`src/rtl/rxr_pkg.sv`:
```
package rxr_pkg;

  localparam int DESC_SHIFT = 4;   // 16-byte descriptors
  localparam int OFF_STAT   = 4;   // buffer size [15:0], status [31:16]
  localparam int OFF_MLEN   = 8;   // message length word
  localparam int CNT_W      = 12;  // message length field width

  localparam logic [7:0] HI_GOOD  = 8'h03;
  localparam int         FLG_FRM  = 5;
  localparam int         FLG_OVF  = 4;
  localparam int         FLG_CRC  = 3;
  localparam int         FLG_FIFO = 2;

  typedef enum logic [2:0] {
    ST_POLL, ST_POLLW, ST_BASE, ST_BASEW, ST_READY, ST_RECV, ST_WLEN, ST_WSTAT
  } rxState_t;

  typedef struct packed {
    logic rdStat;
    logic capStat;
    logic rdBase;
    logic capBase;
    logic startFrame;
    logic wrByte;
    logic endFrame;
    logic wrLen;
    logic wrStat;
    logic advance;
    logic countMiss;
  } rxStrobe_t;

endpackage

```
`src/rtl/rxr_ctrl.sv`:
```
module rxr_ctrl
  import rxr_pkg::*;
(
  input  logic      clk,
  input  logic      rstN,
  input  logic      rxValid,
  input  logic      rxLast,
  input  logic      ownBit,
  output rxStrobe_t strobe
);

  rxState_t state, stateNext;
  logic     inFrame;
  logic     firstByte;

  assign firstByte = rxValid && !inFrame;

  always_ff @(posedge clk) begin
    if (!rstN) begin
      state   <= ST_POLL;
      inFrame <= 1'b0;
    end else begin
      state <= stateNext;
      if (rxValid) inFrame <= !rxLast;
    end
  end

  always_comb begin
    strobe    = '0;
    stateNext = state;
    strobe.countMiss = firstByte && (state != ST_READY);
    unique case (state)
      ST_POLL: begin
        strobe.rdStat = 1'b1;
        stateNext     = ST_POLLW;
      end
      ST_POLLW: begin
        strobe.capStat = 1'b1;
        stateNext      = ownBit ? ST_BASE : ST_POLL;
      end
      ST_BASE: begin
        strobe.rdBase = 1'b1;
        stateNext     = ST_BASEW;
      end
      ST_BASEW: begin
        strobe.capBase = 1'b1;
        stateNext      = ST_READY;
      end
      ST_READY: begin
        if (firstByte) begin
          strobe.startFrame = 1'b1;
          strobe.wrByte     = 1'b1;
          if (rxLast) begin
            strobe.endFrame = 1'b1;
            stateNext       = ST_WLEN;
          end else begin
            stateNext = ST_RECV;
          end
        end
      end
      ST_RECV: begin
        if (rxValid) begin
          strobe.wrByte = 1'b1;
          if (rxLast) begin
            strobe.endFrame = 1'b1;
            stateNext       = ST_WLEN;
          end
        end
      end
      ST_WLEN: begin
        strobe.wrLen = 1'b1;
        stateNext    = ST_WSTAT;
      end
      ST_WSTAT: begin
        strobe.wrStat  = 1'b1;
        strobe.advance = 1'b1;
        stateNext      = ST_POLL;
      end
      default: stateNext = ST_POLL;
    endcase
  end

endmodule

```
`src/rtl/rxr_datapath.sv`:
```
module rxr_datapath
  import rxr_pkg::*;
#(
  parameter int ADDR_W   = 32,
  parameter int MAX_LOG2 = 9,
  parameter int MISS_W   = 16
) (
  input  logic              clk,
  input  logic              rstN,
  input  rxStrobe_t         strobe,
  input  logic [7:0]        rxData,
  input  logic              rxCrcErr,
  input  logic              rxFrameErr,
  input  logic              rxFifoErr,
  input  logic [ADDR_W-1:0] ringBase,
  input  logic [3:0]        ringLog2,
  input  logic [31:0]       memRdata,
  output logic              ownBit,
  output logic              memEn,
  output logic              memWe,
  output logic [3:0]        memBe,
  output logic [ADDR_W-1:0] memAddr,
  output logic [31:0]       memWdata,
  output logic [MISS_W-1:0] missCount
);

  localparam int IDX_W = (MAX_LOG2 < 1) ? 1 : MAX_LOG2;

  logic [IDX_W-1:0]  idx;
  logic [IDX_W-1:0]  ringMask;
  logic [3:0]        effLog2;
  logic [ADDR_W-1:0] bufBase;
  logic [15:0]       bufLen;
  logic [CNT_W-1:0]  byteCnt;
  logic [CNT_W-1:0]  curOff;
  logic [CNT_W-1:0]  nextCnt;
  logic              ovf, errCrc, errFrm, errFifo;
  logic              inBuf;
  logic [ADDR_W-1:0] descAddr;
  logic [ADDR_W-1:0] byteAddr;
  logic [3:0]        laneBe;
  logic [7:0]        statHi;

  assign effLog2 = (32'(ringLog2) > MAX_LOG2) ? 4'(MAX_LOG2) : ringLog2;

  // ring wrap mask: one bit set per index bit inside the ring
  for (genvar i = 0; i < IDX_W; i++) begin : g_mask
    assign ringMask[i] = (i < 32'(effLog2));
  end

  // single-lane byte enable from the low address bits
  for (genvar l = 0; l < 4; l++) begin : g_lane
    assign laneBe[l] = (byteAddr[1:0] == 2'(l));
  end

  assign ownBit   = memRdata[31];
  assign descAddr = ringBase + ADDR_W'({idx, {DESC_SHIFT{1'b0}}});
  assign curOff   = strobe.startFrame ? '0 : byteCnt;
  assign nextCnt  = (&curOff) ? curOff : curOff + 1'b1;
  assign inBuf    = {{(17 - CNT_W){1'b0}}, curOff} < {1'b0, bufLen};
  assign byteAddr = bufBase + ADDR_W'(curOff);

  always_comb begin
    statHi           = HI_GOOD;
    statHi[FLG_FRM]  = errFrm;
    statHi[FLG_OVF]  = ovf;
    statHi[FLG_CRC]  = errCrc;
    statHi[FLG_FIFO] = errFifo;
  end

  always_comb begin
    memEn    = 1'b0;
    memWe    = 1'b0;
    memBe    = 4'b0000;
    memAddr  = descAddr;
    memWdata = '0;
    if (strobe.rdStat) begin
      memEn   = 1'b1;
      memAddr = descAddr + ADDR_W'(OFF_STAT);
    end else if (strobe.rdBase) begin
      memEn   = 1'b1;
      memAddr = descAddr;
    end else if (strobe.wrByte && inBuf) begin
      memEn    = 1'b1;
      memWe    = 1'b1;
      memBe    = laneBe;
      memAddr  = {byteAddr[ADDR_W-1:2], 2'b00};
      memWdata = {4{rxData}};
    end else if (strobe.wrLen) begin
      memEn    = 1'b1;
      memWe    = 1'b1;
      memBe    = 4'b1111;
      memAddr  = descAddr + ADDR_W'(OFF_MLEN);
      memWdata = 32'(byteCnt);
    end else if (strobe.wrStat) begin
      memEn    = 1'b1;
      memWe    = 1'b1;
      memBe    = 4'b1100;
      memAddr  = descAddr + ADDR_W'(OFF_STAT);
      memWdata = {statHi, 8'h00, 16'h0000};
    end
  end

  always_ff @(posedge clk) begin
    if (!rstN) begin
      idx       <= '0;
      bufBase   <= '0;
      bufLen    <= '0;
      byteCnt   <= '0;
      ovf       <= 1'b0;
      errCrc    <= 1'b0;
      errFrm    <= 1'b0;
      errFifo   <= 1'b0;
      missCount <= '0;
    end else begin
      if (strobe.capStat) bufLen  <= 16'(-memRdata[15:0]);
      if (strobe.capBase) bufBase <= ADDR_W'(memRdata);
      if (strobe.wrByte) begin
        byteCnt <= nextCnt;
        ovf     <= (strobe.startFrame ? 1'b0 : ovf) | !inBuf;
      end
      if (strobe.endFrame) begin
        errCrc  <= rxCrcErr;
        errFrm  <= rxFrameErr;
        errFifo <= rxFifoErr;
      end
      if (strobe.advance)   idx       <= (idx + 1'b1) & ringMask;
      if (strobe.countMiss) missCount <= missCount + 1'b1;
    end
  end

endmodule

```
`src/rtl/rx_ring_writer.sv`:
```
module rx_ring_writer
  import rxr_pkg::*;
#(
  parameter int ADDR_W   = 32,
  parameter int MAX_LOG2 = 9,
  parameter int MISS_W   = 16
) (
  input  logic              clk,
  input  logic              rstN,
  input  logic              rxValid,
  input  logic [7:0]        rxData,
  input  logic              rxLast,
  input  logic              rxCrcErr,
  input  logic              rxFrameErr,
  input  logic              rxFifoErr,
  input  logic [ADDR_W-1:0] ringBase,
  input  logic [3:0]        ringLog2,
  output logic              memEn,
  output logic              memWe,
  output logic [3:0]        memBe,
  output logic [ADDR_W-1:0] memAddr,
  output logic [31:0]       memWdata,
  input  logic [31:0]       memRdata,
  output logic [MISS_W-1:0] missCount
);

  rxStrobe_t strobe;
  logic      ownBit;

  rxr_ctrl u_ctrl (
    .clk    (clk),
    .rstN   (rstN),
    .rxValid(rxValid),
    .rxLast (rxLast),
    .ownBit (ownBit),
    .strobe (strobe)
  );

  rxr_datapath #(
    .ADDR_W  (ADDR_W),
    .MAX_LOG2(MAX_LOG2),
    .MISS_W  (MISS_W)
  ) u_dp (
    .clk       (clk),
    .rstN      (rstN),
    .strobe    (strobe),
    .rxData    (rxData),
    .rxCrcErr  (rxCrcErr),
    .rxFrameErr(rxFrameErr),
    .rxFifoErr (rxFifoErr),
    .ringBase  (ringBase),
    .ringLog2  (ringLog2),
    .memRdata  (memRdata),
    .ownBit    (ownBit),
    .memEn     (memEn),
    .memWe     (memWe),
    .memBe     (memBe),
    .memAddr   (memAddr),
    .memWdata  (memWdata),
    .missCount (missCount)
  );

endmodule

```
`config.mk`:
```
export PLATFORM = sky130hd
export DESIGN_NAME = rx_ring_writer
export DESIGN_NICKNAME = d
export VERILOG_FILES = /design/src/rtl/rxr_pkg.sv /design/src/rtl/rxr_ctrl.sv /design/src/rtl/rxr_datapath.sv /design/src/rtl/rx_ring_writer.sv
export SDC_FILE = /design/constraint.sdc
export NUM_CORES = 1
export LEC_CHECK = 0
export BUFFER_PORTS_ARGS = -buffer_cell sky130_fd_sc_hd__buf_2
export CAP_MARGIN = 20
export CELL_PAD_IN_SITES_DETAIL_PLACEMENT = 1
export CELL_PAD_IN_SITES_GLOBAL_PLACEMENT = 1
export CORE_ASPECT_RATIO = 1.75
export CORE_MARGIN = 1.5
export CORE_UTILIZATION = 40
export CTS_CLUSTER_SIZE = 28
export DETAILED_ROUTE_END_ITERATION = 7
export GPL_ROUTABILITY_DRIVEN = 0
export PLACE_DENSITY = 0.89
export SYNTH_ARGS = -nofsm -noshare
export SYNTH_HDL_FRONTEND = slang
export SYNTH_SLANG_ARGS = --single-unit
```
`constraint.sdc`:
```
create_clock -name clk -period 7.8 [get_ports clk]
set_input_delay 0.39 -clock clk [delete_from_list [all_inputs] [get_ports clk]]
set_output_delay 0.39 -clock clk [all_outputs]
set_load 0.01 [all_outputs]
```
# After elaboration in Yosys (flattened, before gate mapping)
# Index checks and enable logic that the tools add are counted.
# W data, S select, Z words.
# totals
output_inout_bits	86
wordCells	99
ram_bits	0
mem_bits_ro	0
n_memories	0
reg_bits	93
latchBits	0
# classes
n_lt_le_gt_ge	11
shift	0
div_mod_pow	0
reduce_logical	10
mux	43
add_sub_neg	8
mul	0
n_eq_ne	14
bitwise_logic	2
# op_table
op	count
$mux W32	9
$add A32 B12 Y32	1
$add A32 B13 Y32	1
$add A32 B3 Y32 const B	1
$add A32 B4 Y32 const B	1
$mux W30	1
$mux W12	2
$mux W4	6
$pmux W3 S8	1
$add A16 B1 Y16 const B	1
$lt A12 B16 Y1	1
$lt A3 B4 Y1 const A	4
$neg A16 Y16	1
$mux W1	15
$add A12 B1 Y12 const B	1
$eq A3 B3 Y1 const B	4
$mux W3	4
$reduce_and A12 Y1	1
$add A9 B1 Y9 const B	1
$and A9 B9 Y9	1
$lt A1 B4 Y1 const A	2
$lt A2 B4 Y1 const A	2
$mux W2	4
$eq A3 B2 Y1 const B	2
other kinds (15)	21

# Logic depth before layout (Yosys ltp)
# Gate-level depths: netlist of the first run.
# depth
depth_word	10
mapped_depth	19
depth_no_buf	15

# Modules after synthesis
# A second synthesis of the first run with hierarchy kept.
# hier_totals
hier_cells	1192
area_unflattened_um2	8961.1
# by_module_without_submodules
module	seq_area_each_um2	n_inst	area_each_um2	cells_each
rxr_datapath	1781.7	1	8659.6	1155
rxr_ctrl	80.1	1	301.5	37

# Worst setup path before layout of the first run
# No wires, ideal clock.
# synth_path
kind	input to output
from	input port ringBase[4]
to	output port memAddr[29]
setup_slack_ns	3.708
path_buffers	1
t_arrival_ns	3.702
required_ns	7.410
stages	12
path_cell_list	ha_1 -> fa_1 -> a211oi_2 -> nor4_4 -> o21a_2 -> o41ai_4 -> o22ai_2 -> or4b_1 -> buf_2 -> or4_1 -> a32oi_1 -> o21ai_1
# synth_between
elab_chain_len	7
elab_cells_between_ends	8
cone_classes	add/sub: 3; mux: 5
# synth_lines
item	line_no	rtl
start: declaration	rx_ring_writer.sv:16	input logic [ADDR_W-1:0] ringBase,
$add A32 B13 Y32 *	rxr_datapath.sv:57	assign descAddr = ringBase + ADDR_W'({idx, {DESC_SHIFT{1'b0}}});
$add A32 B3 Y32	rxr_datapath.sv:79, rxr_datapath.sv:99	
$mux W32	rxr_datapath.sv:95	end else if (strobe.wrStat) begin
$mux W32	rxr_datapath.sv:89	end else if (strobe.wrLen) begin
$mux W32	rxr_datapath.sv:83	end else if (strobe.wrByte && inBuf) begin
$mux W32	rxr_datapath.sv:80	end else if (strobe.rdBase) begin
$mux W32 *	rxr_datapath.sv:77	if (strobe.rdStat) begin
end: declaration	rx_ring_writer.sv:21	output logic [ADDR_W-1:0] memAddr,
# Mark *: on every way between the ends. The rest lies on a longest branch, timed or not.

# Final worst setup path of the first run
# layout_path
from	register u_ctrl.state[1]
to	output port memAddr[9]
# layout_between
elab_chain_len	8
elab_cells_between_ends	21
cone_classes	add/sub: 1; order compare: 1; eq/ne: 5; mux: 12; reduce/logical: 2
# layout_lines
item	line_no	rtl
start: declaration	rxr_ctrl.sv:12	rxState_t state, stateNext;
start signal: assignment	rxr_ctrl.sv:23	state <= stateNext;
parallel branches: the longest is 7 deep, another holds $add A32 B12 Y32	-	
$mux W32 *	rxr_datapath.sv:77	
# Mark *: on every way between the ends.

==> results of run 1 <==
worst register-to-register path, cell delays in order, from the launching register on:
cell	delay (ns)
dfxtp_1	0.86
nor2b_1	0.29
nand3_1	0.58
nand2_1	0.25
inv_1	0.17
ha_1	0.23
and4_1	0.20
nand3_1	0.20
nor2_1	0.17
nand4_1	0.35
and2_1	0.40
xor2_1	0.20
and2_1	0.18
layer usage:
layer	vias to the layer above	routed length, um	track usage [%]
li1	4481	-	-
met4	0	1776	17.22
met1	4562	11380	27.50
met2	298	16800	52.07
met5	-	0	0
met3	113	1160	3.191
logic make-up after synthesis:
group	synth area share, %
compound gates	23.56
xor+xnor	10.45
fa+ha+maj	5.970
buf+inv	5.115
flops	21.56
mux	0.9274
simple gates	32.42
cell usage after synthesis (18+ instances only):
cell / number
a21boi_0: 43
a21oi_1: 44
and2_1: 53
and3_1: 18
clkbuf_1: 49
dfxtp_1: 93
ha_1: 38
inv_1: 38
nand2_1: 189
nand3_1: 47
nand4_1: 22
nor2_1: 75
nor2b_1: 18
nor3_1: 40
o21ai_0: 60
or3_1: 20
xnor2_1: 63
xor2_1: 40
final timing paths:
kind	startpoint	to	slack [ns]	cells after the start
hold / removal	memRdata[29]	u_dp.bufBase[29]	0.28	3
hold reg to reg	u_dp.bufLen[0]	u_dp.bufLen[0]	0.47	2
setup / recovery	u_ctrl.state[1]	memAddr[9]	1.63	15
setup reg to reg	u_ctrl.state[1]	u_dp.byteCnt[0]	3.62	12
metrics by stage:
step,std cells,setup WS [ns],cell area (sq um)
4_1_cts,1568,1.758,9851
5_1_grt,1569,1.207,9856
3_5_place_dp,1552,2.161,9565
2_1_floorplan,1189,3.708,8635
3_3_place_gp,1552,2.406,9565
6_report,1569,1.630,9856
layout make-up:
type                       count  area (sq um)  share of cell area (%)
clock buffer                  11         242.7                   2.463
clock inverter                 5         42.54                  0.4316
inverter                      38         142.6                   1.447
multi-input combinational    991          6349                   64.42
sequential                    93          1862                   18.89
tap                          255         319.1                   3.237
timing repair buffer         176         898.4                   9.115
power by group through the flow:
stage	Combinational [mW]	Sequential, mW	Clock [mW]
after floorplan	0.170	0.507	0
after global placement	0.264	0.513	0
after detailed placement	0.272	0.515	0
after CTS	0.276	0.504	0.440
after global routing	0.303	0.506	0.458
final	0.280	0.505	0.433
state kept, by name, indices dropped and copies added (netlist names):
name / cells
u_ctrl.inFrame: 1
u_dp.ovf: 1
u_dp.bufBase: 32
u_dp.byteCnt: 12
u_dp.missCount: 16
u_dp.errCrc: 1
u_ctrl.state: 3
u_dp.errFifo: 1
u_dp.errFrm: 1
u_dp.idx: 9
u_dp.bufLen: 16
==> results.txt, run 1 <==
outcome -> finished, final reports clean
Synth area leaders -> dfxtp_1 (22%), nand2_1 (8.2%), xnor2_1 (6.4%)
Mapped Avg Cell Area -> 7.262 sq um
Combinational Power Share -> 23.0%
commonest non-fill, non-tap cell in the layout -> nand2_1
1st-pass router iterations -> 5
register share of total power -> 41.5%
Final Setup Violations -> 0
Final ANT Viol Nets -> 0
DP HPWL -> 24.74 mm
Final Max Slew Viols -> 0
Static Leak -> 4.057 nW
Initial Util -> 40.50%
Netlist cell types -> 90
initial drt markers -> 432
final hold slack -> 0.2819 ns
Post-Syn Nets -> 1312
max incr delay on CP -> 0.78 ns
postcts setup bufs -> 0
Power Total -> 1.217 mW
crit-path cells -> nor2b_1 > nand3_1 > nand2_1 > inv_1 > ha_1 > inv_1 > o21ai_0 > a31oi_1 > o311ai_0 > a31o_2 > nand2_1 > a311oi_1 > nor3_1 > o22ai_1 > buf_2
Top delay family on crit path -> compound AO/OA/AOI/OAI gates
Row Count -> 71
unrepaired setup endpoints after global routing -> false
WS Path Type -> register to output port
Final period util -> 79.10%
post-synth top area share -> 21.56%
crit end category -> output port
PortBufs -> 168
commonest cells after routing, fill and taps aside -> nand2_1 (189), buf_2 (169), dfxtp_1 (93)
CTS max path bufs -> 2
peak supply drop -> 0.1130 mV
DRC -> 0
power per cell area -> 123.5 mW/mm^2
post-layout util -> 46.23%
number of clock sinks -> 93
Worst-Skew Late Latency -> 0.35 ns
setup TNS -> 0 ns
Worst-path clk slew -> 0.07 ns
HP Class -> input pin to register
total track usage -> 27.29%
CTS tree -> done
Clk pwr share -> 35.6%
number of gates resized after CTS -> 0
Routed WL -> 31.12 mm
initial antenna violation count -> 0
slowest stage cell, crit path -> o311ai_0
Area Growth Syn to Fin -> 14.14%
Max Freq -> 0.1621 GHz
# H-tree levels -> 3
# hold bufs at CTS -> 0
Post-synth EDFFs -> 0
first-pass GRT wire length -> 49.18 mm
clock buffer count from CTS -> 9
fin nets -> 1432
Warnings, synthesis -> 0
Netlist Area Pre-Place -> 0.008635 sq mm
Slew HR -> 36.78%
clock skew -> 0.006845 ns
Max Cap Violations -> 0
largest net degree at the start of global routing -> 71
CP max FO -> 27
Die Area -> 0.02251 sq mm
Final Hold Viols -> 0
biggest area consumer among synthesized cells -> dfxtp_1
crit path DAT -> 5.78 ns
Cells after Synth -> 1189
asr flop ratio synth -> 0%
switching share of power -> 32.50%
Root Driver -> clkbuf_16
Core Footprint -> 0.02132 sq mm
Most used DFF post-synth -> dfxtp_1
Via density -> 6.025
DR WL/cell -> 19.83 um
post-synthesis sequential area ratio -> 21.56%
total inserted antenna cells -> 0
overflow left after global routing -> 0
switching power of the nets -> 395.5 uW
DR vias -> 9454
Pint -> 821.5 uW
vias in the first global route -> 9866
die width -> 114.1 um
Fillers -> 2762
buffer and inverter count on the worst path -> 3
required time of the critical path -> 7.41 ns
Synth Register Bits -> 93
crit start category -> register
Worst Tran Pin Value -> 0.9364 ns
Final min period -> 6.170 ns
Chip Height -> 197.4 um
# IOs -> 169
layout cells sized above 1 -> 16.82%
Power figures use the tool's default switching activity.
==> run 2, diff against run 1 <==
--- a/config.mk
+++ b/config.mk
@@ -5,17 +5,18 @@
 export SDC_FILE = /design/constraint.sdc
 export NUM_CORES = 1
 export LEC_CHECK = 0
+export ABC_AREA = 1
 export BUFFER_PORTS_ARGS = -buffer_cell sky130_fd_sc_hd__buf_2
 export CAP_MARGIN = 20
 export CELL_PAD_IN_SITES_DETAIL_PLACEMENT = 1
 export CELL_PAD_IN_SITES_GLOBAL_PLACEMENT = 1
 export CORE_ASPECT_RATIO = 1.75
 export CORE_MARGIN = 1.5
-export CORE_UTILIZATION = 40
+export CORE_UTILIZATION = 39
 export CTS_CLUSTER_SIZE = 28
 export DETAILED_ROUTE_END_ITERATION = 7
 export GPL_ROUTABILITY_DRIVEN = 0
-export PLACE_DENSITY = 0.89
+export PLACE_DENSITY = 0.91
 export SYNTH_ARGS = -nofsm -noshare
 export SYNTH_HDL_FRONTEND = slang
 export SYNTH_SLANG_ARGS = --single-unit
==> constraint.sdc (replaced) <==
create_clock -name clk -period 6.1 [get_ports clk]
set_input_delay 0.305 -clock clk [delete_from_list [all_inputs] [get_ports clk]]
set_output_delay 0.305 -clock clk [all_outputs]
set_load 0.01 [all_outputs]
==> run 2 against run 1 <==
Against the previous run: setup slack worse by 0.46 ns; highest routed layer unchanged; sequential power rose by 30%; utilization down 0.68 points.
==> results.txt, run 2 <==
clock buffer count from CTS -> 9
Core Footprint -> 0.02472 sq mm
setup TNS -> 0 ns
Largest register FFs -> 32
DRC -> 0
Final Max Slew Viols -> 0
Synth area leaders -> dfxtp_1 (19%), nand2_1 (19%), inv_1 (9.6%)
biggest area consumer among synthesized cells -> dfxtp_1
number of gates resized after CTS -> 0
Static Leak -> 5.835 nW
Via density -> 5.561
max incr delay on CP -> 0.66 ns
initial antenna violation count -> 1
Final min period -> 4.926 ns
Root Driver -> clkbuf_16
number of clock sinks -> 93
1st-pass router iterations -> 5
Most used DFF post-synth -> dfxtp_1
crit end category -> output port
crit start category -> register
fin nets -> 2010
required time of the critical path -> 5.79 ns
postcts setup bufs -> 0
most frequent cell after synthesis -> nand2_1
Final Setup Violations -> 0
largest net degree at the start of global routing -> 60
CTS tree -> done
CTS max path bufs -> 2
Max Cap Violations -> 0
PortBufs -> 168
HP Class -> input pin to register
die width -> 123.1 um
Warnings, synthesis -> 0
post-synthesis sequential area ratio -> 18.91%
CP most frequent cell -> nand2_1
Cells after Synth -> 1748
Worst-path clk slew -> 0.08 ns
Routed WL -> 39.70 mm
crit path DAT -> 4.62 ns
switching share of power -> 35.74%
Area Growth Syn to Fin -> 14.37%
Final ANT Viol Nets -> 0
Max Freq -> 0.2030 GHz
asr flop ratio synth -> 0%
Final Hold Viols -> 0
outcome -> finished, final reports clean
# hold bufs at CTS -> 0
Initial Util -> 39.82%
unrepaired setup endpoints after global routing -> false
Chip Height -> 213.2 um
Mapped Avg Cell Area -> 5.633 sq um
initial drt markers -> 565
Largest regs -> u_dp.bufBase x32, u_dp.bufLen x16, u_dp.missCount x16
DP HPWL -> 31.90 mm
DR WL/cell -> 18.01 um
total track usage -> 30.38%
clock skew -> 0.008871 ns
Die Area -> 0.02624 sq mm
WS Path Type -> register to output port
Clk pwr share -> 34.9%
Synth Register Bits -> 93
crit-path cells -> inv_1 > nor2_2 > nand2_2 > inv_1 > nor2_1 > ha_1 > a21oi_1 > o21ai_0 > nand2_1 > nand2_1 > nand2_1 > nand3_2 > inv_2 > nand2_1 > a31oi_1 > buf_2
Final period util -> 80.75%
Post-synth EDFFs -> 0
peak supply drop -> 0.2688 mV
register share of total power -> 37.4%
slowest stage cell, crit path -> inv_2
# H-tree levels -> 3
DR vias -> 12260
switching power of the nets -> 625.5 uW
Slew HR -> 35.87%
Netlist cell types -> 49
vias in the first global route -> 12660
register name with the most flops -> u_dp.bufBase
Pint -> 1.125 mW
post-synth top area share -> 18.91%
Post-Syn Nets -> 1871
Combinational Power Share -> 27.7%
# IOs -> 169
post-layout util -> 45.55%
Netlist Area Pre-Place -> 0.009846 sq mm
overflow left after global routing -> 0
Worst-Skew Late Latency -> 0.37 ns
Synth top cells by count -> nand2_1 (494), inv_1 (251), nor2_1 (178)
layout cells sized above 1 -> 14.22%
first-pass GRT wire length -> 62.28 mm
Worst Tran Pin Value -> 0.9531 ns
Row Count -> 76
commonest cells after routing, fill and taps aside -> nand2_1 (494), inv_1 (251), nor2_1 (176)
commonest non-fill, non-tap cell in the layout -> nand2_1
CP max FO -> 31
Fillers -> 3629
power per cell area -> 155.4 mW/mm^2
-- run 2: cell types whose count changed after synthesis, sizes merged, moves of 18 or more --
cell / delta
clkbuf: -23
nor2b: -18
o21ai: +78
nor2: +135
or3: -20
nand3: +94
a21boi: -43
and2: -53
nand2: +322
xnor2: -48
inv: +224
a21oi: +54
-- run 2: cell families (layout without fill, tap and decap cells) --
family	after synthesis	count (layout)	share of synthesized area (%)
mux	1	1	0.1017
flops	93	93	18.91
buf+inv	318	462	12.59
simple gates	960	960	42.72
compound gates	277	277	15.03
other cells	0	1	0
xor+xnor	59	59	5.401
fa+ha+maj	40	40	5.236
-- run 2: power by group through the flow --
| stage | Clock, mW | Combinational [mW] | Sequential [mW] |
|---|---|---|---|
| floorplan | 0 | 0.287 | 0.660 |
| global placement | 0 | 0.449 | 0.664 |
| detailed placement | 0 | 0.468 | 0.666 |
| CTS | 0.616 | 0.478 | 0.653 |
| global route | 0.628 | 0.533 | 0.656 |
| finish | 0.611 | 0.486 | 0.654 |
-- run 2: area by class of cell --
cell class / count / area (sq um) / area share (%)
Multi-Input combinational cell: 1337 / 6749 / 59.93
Clock buffer: 10 / 239.0 / 2.122
Timing Repair Buffer: 178 / 943.4 / 8.378
Antenna cell: 1 / 2.502 / 0.02222
Inverter: 268 / 1006 / 8.933
Tap cell: 312 / 390.4 / 3.467
Sequential cell: 93 / 1862 / 16.53
Clock inverter: 6 / 68.82 / 0.6111
-- run 2: per-layer routing --
| layer | wire, um | up-vias | GRT usage [%] | share of wire [%] |
|---|---|---|---|---|
| met2 | 20700 | 358 | 56.17 | 52 |
| met1 | 14390 | 5833 | 30.31 | 36 |
| met3 | 1477 | 173 | 3.819 | 3.7 |
| li1 | - | 5899 | - | - |
| met4 | 3132 | 0 | 22.55 | 7.9 |
| met5 | 0 | - | 0 | 0 |
-- run 2: worst max-delay path: cells and delay by family (launching register included) --
| family | cells | cell delay, ns |
|---|---|---|
| AND/OR/NAND/NOR | 8 | 1.37 |
| AO/OA/AOI/OAI | 3 | 0.70 |
| flip-flops | 1 | 0.45 |
| adder cells (fa/ha/maj) | 1 | 0.33 |
| buffers and inverters | 4 | 1.36 |
-- run 2: stage by stage --
step	power (mW)	hold slack [ns]	instances	area, sq um	setup slack, ns
floorplan	0.9472	0.3950	1748	9846	2.829
global placement	1.113	0.4338	2186	10910	2.034
detailed placement	1.134	0.4426	2187	10940	1.796
CTS	1.747	0.1387	2203	11240	1.301
global route	1.818	0.1566	2205	11260	0.9625
finish	1.750	0.1526	2205	11260	1.174
-- run 2: worst paths after layout --
check | startpoint | endpoint | slack [ns] | depth (start not counted)
min | rxValid | u_ctrl.inFrame | 0.15 | 2
max reg2reg | u_ctrl.state[2] | u_dp.byteCnt[7] | 2.87 | 14
min reg2reg | u_dp.bufLen[0] | u_dp.bufLen[0] | 0.47 | 2
max | u_ctrl.state[2] | memAddr[13] | 1.17 | 16
